<file path="src/rtl/wrt_pkg.sv">
package wrt_pkg;
  localparam int SET_W   = 11;
  localparam int MIN_SET = 19;
  localparam int FAST_LSB = 3;

  // floor the requested setting to the smallest legal value
  function automatic logic [SET_W-1:0] clamp_setting(input logic [SET_W-1:0] s);
    return (s < SET_W'(MIN_SET)) ? SET_W'(MIN_SET) : s;
  endfunction

  // fast filter needs ratio divisible by 8: low bits of setting all ones
  function automatic logic fast_ratio_ok(input logic [SET_W-1:0] s);
    return &s[FAST_LSB-1:0];
  endfunction
endpackage

</file>
<file path="src/rtl/wrt_cfg_regs.sv">
module wrt_cfg_regs #(
  parameter int ADDR_W = 8,
  parameter int DATA_W = 8,
  parameter int SET_W  = 11,
  parameter logic [ADDR_W-1:0] ADDR_HI = 8'h9B,
  parameter logic [ADDR_W-1:0] ADDR_LO = 8'h9A,
  parameter logic [SET_W-1:0] RESET_SET = 11'h7FF
) (
  input  logic              clk,
  input  logic              rst_n,
  input  logic              wr_en,
  input  logic              lock,
  input  logic [ADDR_W-1:0] addr,
  input  logic [DATA_W-1:0] wdata,
  output logic [SET_W-1:0]  setting,
  output logic [DATA_W-1:0] rdata
);
  localparam int HI_BITS = SET_W - DATA_W;

  logic wr_ok;
  assign wr_ok = wr_en && !lock;

  always_ff @(posedge clk or negedge rst_n) begin
    if (!rst_n) begin
      setting <= RESET_SET;
    end else if (wr_ok) begin
      if (addr == ADDR_HI) setting[SET_W-1:DATA_W] <= wdata[HI_BITS-1:0];
      else if (addr == ADDR_LO) setting[DATA_W-1:0] <= wdata;
    end
  end

  always_comb begin
    if (addr == ADDR_HI)      rdata = {{(DATA_W-HI_BITS){1'b0}}, setting[SET_W-1:DATA_W]};
    else if (addr == ADDR_LO) rdata = setting[DATA_W-1:0];
    else                      rdata = '0;
  end
endmodule

</file>
<file path="src/rtl/wrt_seq.sv">
module wrt_seq (
  input  logic clk,
  input  logic rst_n,
  input  logic start,
  input  logic stop,
  input  logic cfg_bad,
  output logic busy,
  output logic start_acc,
  output logic err
);
  assign start_acc = start && !stop && !busy;

  always_ff @(posedge clk or negedge rst_n) begin
    if (!rst_n) begin
      busy <= 1'b0;
      err  <= 1'b0;
    end else begin
      if (stop)           busy <= 1'b0;
      else if (start_acc) busy <= 1'b1;
      if (start_acc) err <= cfg_bad;
      else           err <= err | cfg_bad;
    end
  end
endmodule

</file>
<file path="src/rtl/wrt_period_ctr.sv">
module wrt_period_ctr #(
  parameter int PRESCALE = 128,
  parameter int SET_W    = 11
) (
  input  logic             clk,
  input  logic             rst_n,
  input  logic             restart,
  input  logic             run,
  input  logic             mod_tick,
  input  logic [SET_W-1:0] set_in,
  output logic [SET_W-1:0] lim,
  output logic [$clog2(PRESCALE)-1:0] presc,
  output logic [SET_W-1:0] rcnt,
  output logic             word_stb
);
  localparam int PW = $clog2(PRESCALE);
  localparam logic [PW-1:0] PRESC_LAST = PW'(PRESCALE - 1);

  logic presc_wrap, period_end;
  assign presc_wrap = run && mod_tick && (presc == PRESC_LAST);
  assign period_end = presc_wrap && (rcnt == lim);

  always_ff @(posedge clk or negedge rst_n) begin
    if (!rst_n) begin
      presc    <= '0;
      rcnt     <= '0;
      lim      <= '0;
      word_stb <= 1'b0;
    end else begin
      word_stb <= 1'b0;
      if (restart) begin
        presc <= '0;
        rcnt  <= '0;
        lim   <= set_in;
      end else if (run && mod_tick) begin
        if (presc_wrap) begin
          presc <= '0;
          if (period_end) begin
            rcnt     <= '0;
            word_stb <= 1'b1;
          end else begin
            rcnt <= rcnt + 1'b1;
          end
        end else begin
          presc <= presc + 1'b1;
        end
      end
    end
  end
endmodule

</file>
<file path="src/rtl/wordrate_timer.sv">
module wordrate_timer #(
  parameter int ADDR_W   = 8,
  parameter int DATA_W   = 8,
  parameter int PRESCALE = 128,
  parameter logic [ADDR_W-1:0] ADDR_HI = 8'h9B,
  parameter logic [ADDR_W-1:0] ADDR_LO = 8'h9A
) (
  input  logic              clk,
  input  logic              rst_n,
  input  logic              wr_en,
  input  logic [ADDR_W-1:0] addr,
  input  logic [DATA_W-1:0] wdata,
  output logic [DATA_W-1:0] rdata,
  input  logic              mod_tick,
  input  logic              start,
  input  logic              stop,
  input  logic              fast_mode,
  output logic              word_stb,
  output logic              busy,
  output logic              cfg_err
);
  import wrt_pkg::*;
  localparam int PW = $clog2(PRESCALE);

  logic [SET_W-1:0] setting_w, clamped_w, lim_w, rcnt_w;
  logic [PW-1:0]    presc_w;
  logic             start_acc_w, cfg_bad_w, run_w;

  assign clamped_w = clamp_setting(setting_w);
  assign cfg_bad_w = fast_mode && !fast_ratio_ok(clamped_w);
  assign run_w     = busy && !stop;

  wrt_cfg_regs #(
    .ADDR_W(ADDR_W), .DATA_W(DATA_W), .SET_W(SET_W),
    .ADDR_HI(ADDR_HI), .ADDR_LO(ADDR_LO), .RESET_SET({SET_W{1'b1}})
  ) u_regs (
    .clk(clk), .rst_n(rst_n), .wr_en(wr_en), .lock(busy),
    .addr(addr), .wdata(wdata), .setting(setting_w), .rdata(rdata)
  );

  wrt_seq u_seq (
    .clk(clk), .rst_n(rst_n), .start(start), .stop(stop),
    .cfg_bad(cfg_bad_w), .busy(busy), .start_acc(start_acc_w), .err(cfg_err)
  );

  wrt_period_ctr #(.PRESCALE(PRESCALE), .SET_W(SET_W)) u_ctr (
    .clk(clk), .rst_n(rst_n), .restart(start_acc_w), .run(run_w),
    .mod_tick(mod_tick), .set_in(clamped_w), .lim(lim_w),
    .presc(presc_w), .rcnt(rcnt_w), .word_stb(word_stb)
  );
endmodule

</file>
<file path="config.mk">
export PLATFORM = sky130hd
export DESIGN_NAME = wordrate_timer
export DESIGN_NICKNAME = d
export VERILOG_FILES = /design/src/rtl/wrt_pkg.sv /design/src/rtl/wrt_cfg_regs.sv /design/src/rtl/wrt_seq.sv /design/src/rtl/wrt_period_ctr.sv /design/src/rtl/wordrate_timer.sv
export SDC_FILE = /design/constraint.sdc
export NUM_CORES = 1
export LEC_CHECK = 0
export BUFFER_PORTS_ARGS = -buffer_cell sky130_fd_sc_hd__buf_2
export CAP_MARGIN = 15
export CORE_AREA = 10 10 78 80
export CTS_BUF_LIST = sky130_fd_sc_hd__clkbuf_8
export DETAILED_ROUTE_END_ITERATION = 6
export DIE_AREA = 0 0 88 90
export GPL_ROUTABILITY_DRIVEN = 0
export PLACE_DENSITY = 0.8
export SLEW_MARGIN = 20
export SYNTH_ARGS = -nofsm -noshare
export SYNTH_HDL_FRONTEND = slang
export SYNTH_HIERARCHICAL = 1
export SYNTH_SLANG_ARGS = --single-unit
</file>
<file path="constraint.sdc">
create_clock -name clk -period 2.34 [get_ports clk]
set_input_delay 0.468 -clock clk [delete_from_list [all_inputs] [get_ports clk]]
set_output_delay 0.468 -clock clk [all_outputs]
set_load 0.03 [all_outputs]
</file>
* Word-level counts from Yosys, hierarchy flattened
Cells that the tools add are included.
** Storage, ports and cells
- Register bits after elaboration :: 43
- Input bits :: 23
- Output and inout port bits :: 11
- Word-level logic and storage cells :: 52
** Operators by class
- Add/sub/neg operators :: 2
- $lt $le $gt $ge :: 1
- Equal/unequal tests :: 4
- Mux-type cells :: 17
- Bitwise gates (word level) :: 2
- Reduce and logical (&&, ||, !) cells :: 18
** Operator list (number)
- 11-bit 2-to-1 mux :: 5
- 7-bit 2-to-1 mux :: 3
- 8-bit == test (second input constant) :: 2
- 8-bit 2-to-1 mux :: 2
- 11-bit by 1-bit adder with 11-bit output (second input constant) :: 1
- 11-bit == test :: 1
- 11-bit by 5-bit less-than comparator with 1-bit output (second input constant) :: 1
- 1-bit logical AND :: 8
- 7-bit by 1-bit adder with 7-bit output (second input constant) :: 1
- 7-bit == test (second input constant) :: 1
- 1-bit 2-to-1 mux :: 7
- 3-bit AND reduction :: 2
- 2-bit nonzero test :: 3
- 2-bit AND reduction :: 2
- 1-bit zero test :: 3
- 1-bit NOT :: 1
- 1-bit OR :: 1

* Depth between registers and ports, before layout
- Depth after elaboration :: 9
- Mapped depth :: 8
- Gate-level depth less buffers :: 6

* By module
The synthesis kept the hierarchy.
** Modules (own cells, without submodules)
- wrt_period_ctr :: times used 1, cells each 157, area each 1591.5 um^2, sequential area each 750.7 um^2
- wrt_cfg_regs :: times used 1, cells each 43, area each 616.8 um^2, sequential area each 289.0 um^2
- wordrate_timer :: times used 1, cells each 19, area each 127.6 um^2, sequential area each 0.0 um^2
- wrt_seq :: times used 1, cells each 7, area each 81.3 um^2, sequential area each 50.0 um^2

* Worst setup path before layout
Ideal clock, no wire load.
- Path type :: flip-flop to flip-flop
- Start point :: register u_seq.busy
- End point :: register u_ctr.rcnt[10]
- Setup time :: 0.082 ns
- Arrival time :: 1.844 ns
- Required time :: 2.258 ns
- Setup slack :: 0.414 ns
- Stages on the path, launching flop included :: 6
- Buffers on the path :: 0
- Period minus slack after synthesis :: 1.926 ns
- Cells stage by stage :: dfrtp_1 -> nor2b_1 -> and4_4 -> nand3_4 -> or4b_1 -> a31oi_1
** Between the ends
- Word-level cells in the longest chain between the ends :: 8
- Elaborated cells between the ends (all ways) :: 13
- Classes of those cells :: 4 x mux; 9 x reduce/logical
** Ends and longest elaborated chain
- start, declared :: line wrt_seq.sv:7 : output logic busy,
- start signal, assigned :: line wrt_seq.sv:15 : busy <= 1'b0;
- start signal, assigned :: line wrt_seq.sv:18 : if (stop) busy <= 1'b0;
- start signal, assigned :: line wrt_seq.sv:19 : else if (start_acc) busy <= 1'b1;
- 1-bit logical AND (*) :: line wordrate_timer.sv:31 : assign run_w = busy && !stop;
- named net run_w :: line wordrate_timer.sv:27 : logic start_acc_w, cfg_bad_w, run_w;
- 1-bit logical AND (*) :: line wrt_period_ctr.sv:20, wrt_period_ctr.sv:35
- 1-bit logical AND :: line wrt_period_ctr.sv:20 : assign presc_wrap = run && mod_tick && (presc == PRESC_LAST);
- 1-bit logical AND :: line wrt_period_ctr.sv:21 : assign period_end = presc_wrap && (rcnt == lim);
- 11-bit 2-to-1 mux :: line wrt_period_ctr.sv:38 : if (period_end) begin
- 11-bit 2-to-1 mux :: line wrt_period_ctr.sv:36 : if (presc_wrap) begin
- 11-bit 2-to-1 mux :: line wrt_period_ctr.sv:35 : end else if (run && mod_tick) begin
- 11-bit 2-to-1 mux :: line wrt_period_ctr.sv:31 : if (restart) begin
- end signal, assigned :: line wrt_period_ctr.sv:42 : rcnt <= rcnt + 1'b1;
- end, declared :: line wrt_period_ctr.sv:13 : output logic [SET_W-1:0] rcnt,
Mark *: on every way through the listed nets, which the timed path passes. The rest lies on a longest branch. The select of a mux whose other input is x is not followed.
A chain may end at the register's enable or synchronous reset.

* Worst setup path in the final report
- Start point :: register u_ctr.rcnt[0]
- End point :: register u_ctr.rcnt[10]
** Between the ends
- Word-level cells in the longest chain between the ends :: 6
- Elaborated cells between the ends (all ways) :: 7
- Classes of those cells :: 1 x add/sub; 1 x eq/ne; 4 x mux; 1 x reduce/logical
** Ends and longest elaborated chain (line)
- parallel branches: the longest is 2 deep, another holds 11-bit by 1-bit adder with 11-bit output
- 11-bit 2-to-1 mux (*) :: wrt_period_ctr.sv:38
- 11-bit 2-to-1 mux (*) :: wrt_period_ctr.sv:36
- 11-bit 2-to-1 mux (*) :: wrt_period_ctr.sv:35
- 11-bit 2-to-1 mux (*) :: wrt_period_ctr.sv:31
Every way passes the cells marked *. The select of a mux whose other input is x is not followed.

==> run summary <==
largest net degree at the start of global routing: 26
CP Max Fanout: 20
slowest stage delay, CP: 0.46 ns
Worst EP arrival: 2.10 ns
Fin Hold WS: 0.157 ns
DRC viols: 0
period utilization: 82.3%
Die H: 90 um
area leader, netlist: dfrtp_1
mean number of vias per cell: 5.58
CP Launch Type: register
register area share after synthesis: 45.1%
worst path bufs/invs: 0
die extent in x: 88 um
DRT Pass-1 Iters: 4
Root Driver: clkbuf_8
Rows: 25
Cell Pwr Density: 584 nW/um^2
Critical-path top delay cell: dfrtp_1
cts bufs inserted: 5
clock slew at reported path FFs: 0.08 ns
Switching Fraction: 24.6%
Hold Vio Cnt, Final: 0
fin crit period: 1.93 ns
Async S/R FF share, synth: 100%
post-cts hold buffer count: 0
Fillers: 377
Gate power share: 11.0%
Hold Path Class: input pin to async pin
Leak Pwr: 0.00126 uW
Top FF cell, synth: dfrtp_1
fraction of layout cells with a size suffix above 1: 35.8%
CTS tree: yes
Final Setup Violations: 0
cell area after layout: 2710 um^2
Placed Area: 2590 um^2
Max-slew headroom: 63.8%
Mean Syn Cell Area: 10.7 um^2
Setup TNS: 0 ns
final global-route overflow total: 0
synth warn: 6
total number of vias: 1,736
Worst Clk Skew: 0.00602 ns
RSZ-0062 raised after global routing: false
htree depth: 2
status: complete, no violations
clock sinks: 43
Port Buffers: 33
area of the core: 4600 um^2
FF-to-FF setup slack: 0.41 ns
Routed WL: 4850 um
flops & latches, synth: 43
Layout area overhead: 12.0%
DR WL/cell: 15.6 um
diode count: 0
Final Max Tran Viols: 0
Worst Path Class, Setup: register to register
NetSw: 389 uW
post-synthesis instance total: 226
Detailed Place HPWL: 3660 um
clock tree buffer depth: 2
fin nets: 281
Finished Layout Cells: 311
Max VDD drop: 0.000431 V
Reg power frac: 52.6%
Int Power: 1190 uW
Clock Power Share: 36.4%
Setup crit end kind: register
Clock Latency Late Sink: 0.29 ns
required time at the worst-slack endpoint: 2.51 ns
Fmax: 519 MHz
initial antenna violation count: 0
total of max-cap violations: 0
Post-synth EDFFs: 0
worst slack, placed: 0.354 ns
vias in the first global route: 1,790
crit-path cells: xor2_1, nor4_2, nand3_2, or4b_1, a31oi_1
Initial Util: 52.6%
Routed Antenna Nets: 0
Synth Cell Area: 2420 um^2
die area: 7920 um^2
Post-CTS Resized: 0
top cells by area, synth: dfrtp_1, dfstp_2, mux2_2
Worst Tran Pin Value: 0.543 ns
Yosys cell types: 49
# Post-CTS Setup Buffers: 0
I/O pins: 34
setup ws final: 0.414 ns
placed cells: 303
Net Count, Synth: 251
Yosys top cell area share: 33.1%
GRT Util Overall: 12.7%
global-route wire length before repair: 8270 um
CP top delay family: simple AND/OR/NAND/NOR gates
DRT iter0 DRCs: 117
## worst paths after layout
check	from	endpoint	cells after the start
max	u_ctr/rcnt[0]$_DFFE_PN0P_	u_ctr/rcnt[10]$_DFFE_PN0P_	5
min reg2reg	u_seq/err$_DFF_PN0_	u_seq/err$_DFF_PN0_	2
min	rst_n	u_ctr/presc[6]$_DFFE_PN0P_	1
max in group asynchronous	rst_n	u_regs/setting[5]$_DFFE_PN1P_	2
max reg2reg	u_ctr/rcnt[0]$_DFFE_PN0P_	u_ctr/rcnt[10]$_DFFE_PN0P_	5
min in group clk	stop	u_seq/busy$_DFFE_PN0P_	2
## Yosys cell counts (2+ instances only)
library cell,instances
a21oi_1,5
and3_1,3
nor2_1,16
clkbuf_1,6
nand4_1,2
inv_1,2
mux2i_1,3
and2_1,5
a31oi_1,10
nand2_1,22
nor2b_1,2
nand3_1,21
or2b_1,2
xor2_1,16
dfrtp_1,32
nor4_2,2
dfstp_2,11
nor3_1,9
mux2_2,14
buf_1,2
mux2_4,8
buf_6,4
ha_1,2
o21ai_0,2
## power groups by stage
stage          sequential (uW)  clock [uW]  combinational [uW]
6_report                   832         576                 174
5_1_grt                    839         623                 196
4_1_cts                    833         583                 177
3_5_place_dp               846           0                 176
3_3_place_gp               844           0                 168
2_1_floorplan              836           0                 115
## placed cells by master (no fill, tap or decap), drive strengths merged
cell	n
or2b	2
nor3	10
or4b	1
clkbuf	5
xor2	16
o21ai	2
o21bai	1
inv	2
nand2	22
nor3b	1
xnor2	1
mux2i	3
and2	5
dfrtp	32
nor2b	2
mux2	22
bufinv	1
clkinv	2
a31oi	10
or3b	1
and3b	1
nor4bb	1
nor4	3
buf	38
and3	3
and4	3
nand4	2
or2	2
dfstp	11
nor2	16
nand4b	1
ha	2
nand3	23
a21oi	5
a21o	1
a21boi	2
nand4bb	2
## final cells by class
cell class,count,area [um^2],area share [%]
clock buffers,5,68.8,2.54
multi-input cells,166,1230,45.3
flip-flops and latches,43,1090,40.2
well taps,54,67.6,2.50
inverters,2,7.51,0.277
repair buffers,38,203,7.49
clock inverters,3,43.8,1.62
## per-stage QoR
step                      utilization [%]  power [uW]
after global routing                 58.9        1660
final                                58.9        1580
after floorplan                         -         951
after global placement               56.4        1010
after CTS                            58.9        1590
after detailed placement             56.4        1020
## logic make-up (layout without fill, tap and decap cells)
| family | Yosys count | after routing | synth area share [%] |
|---|---|---|---|
| AO/OA/AOI/OAI | 21 | 21 | 5.49 |
| XOR/XNOR | 17 | 17 | 6.16 |
| adder cells (fa/ha/maj) | 2 | 2 | 1.04 |
| buffers and inverters | 17 | 48 | 4.40 |
| flip-flops | 43 | 43 | 45.1 |
| multiplexers | 25 | 25 | 12.7 |
| AND/OR/NAND/NOR | 101 | 101 | 25.1 |
## flip-flops by register name, indices dropped and copies added, names as in the netlist
name and cells:
u_regs/setting 11, u_ctr/rcnt 11, u_ctr/lim 11, u_ctr/word_stb 1, u_ctr/presc 7, u_seq/busy 1
u_seq/err 1
## metal layers
layer  vias to the layer above  part of all wire (%)  track usage (%)
met5                         -                     0                0
met4                         0                  0.41             3.46
met2                        47                    51             20.7
met1                       835                    44             15.5
li1                        852                     -                -
met3                         2                   4.4             3.88
Power figures use the tool's default switching activity.
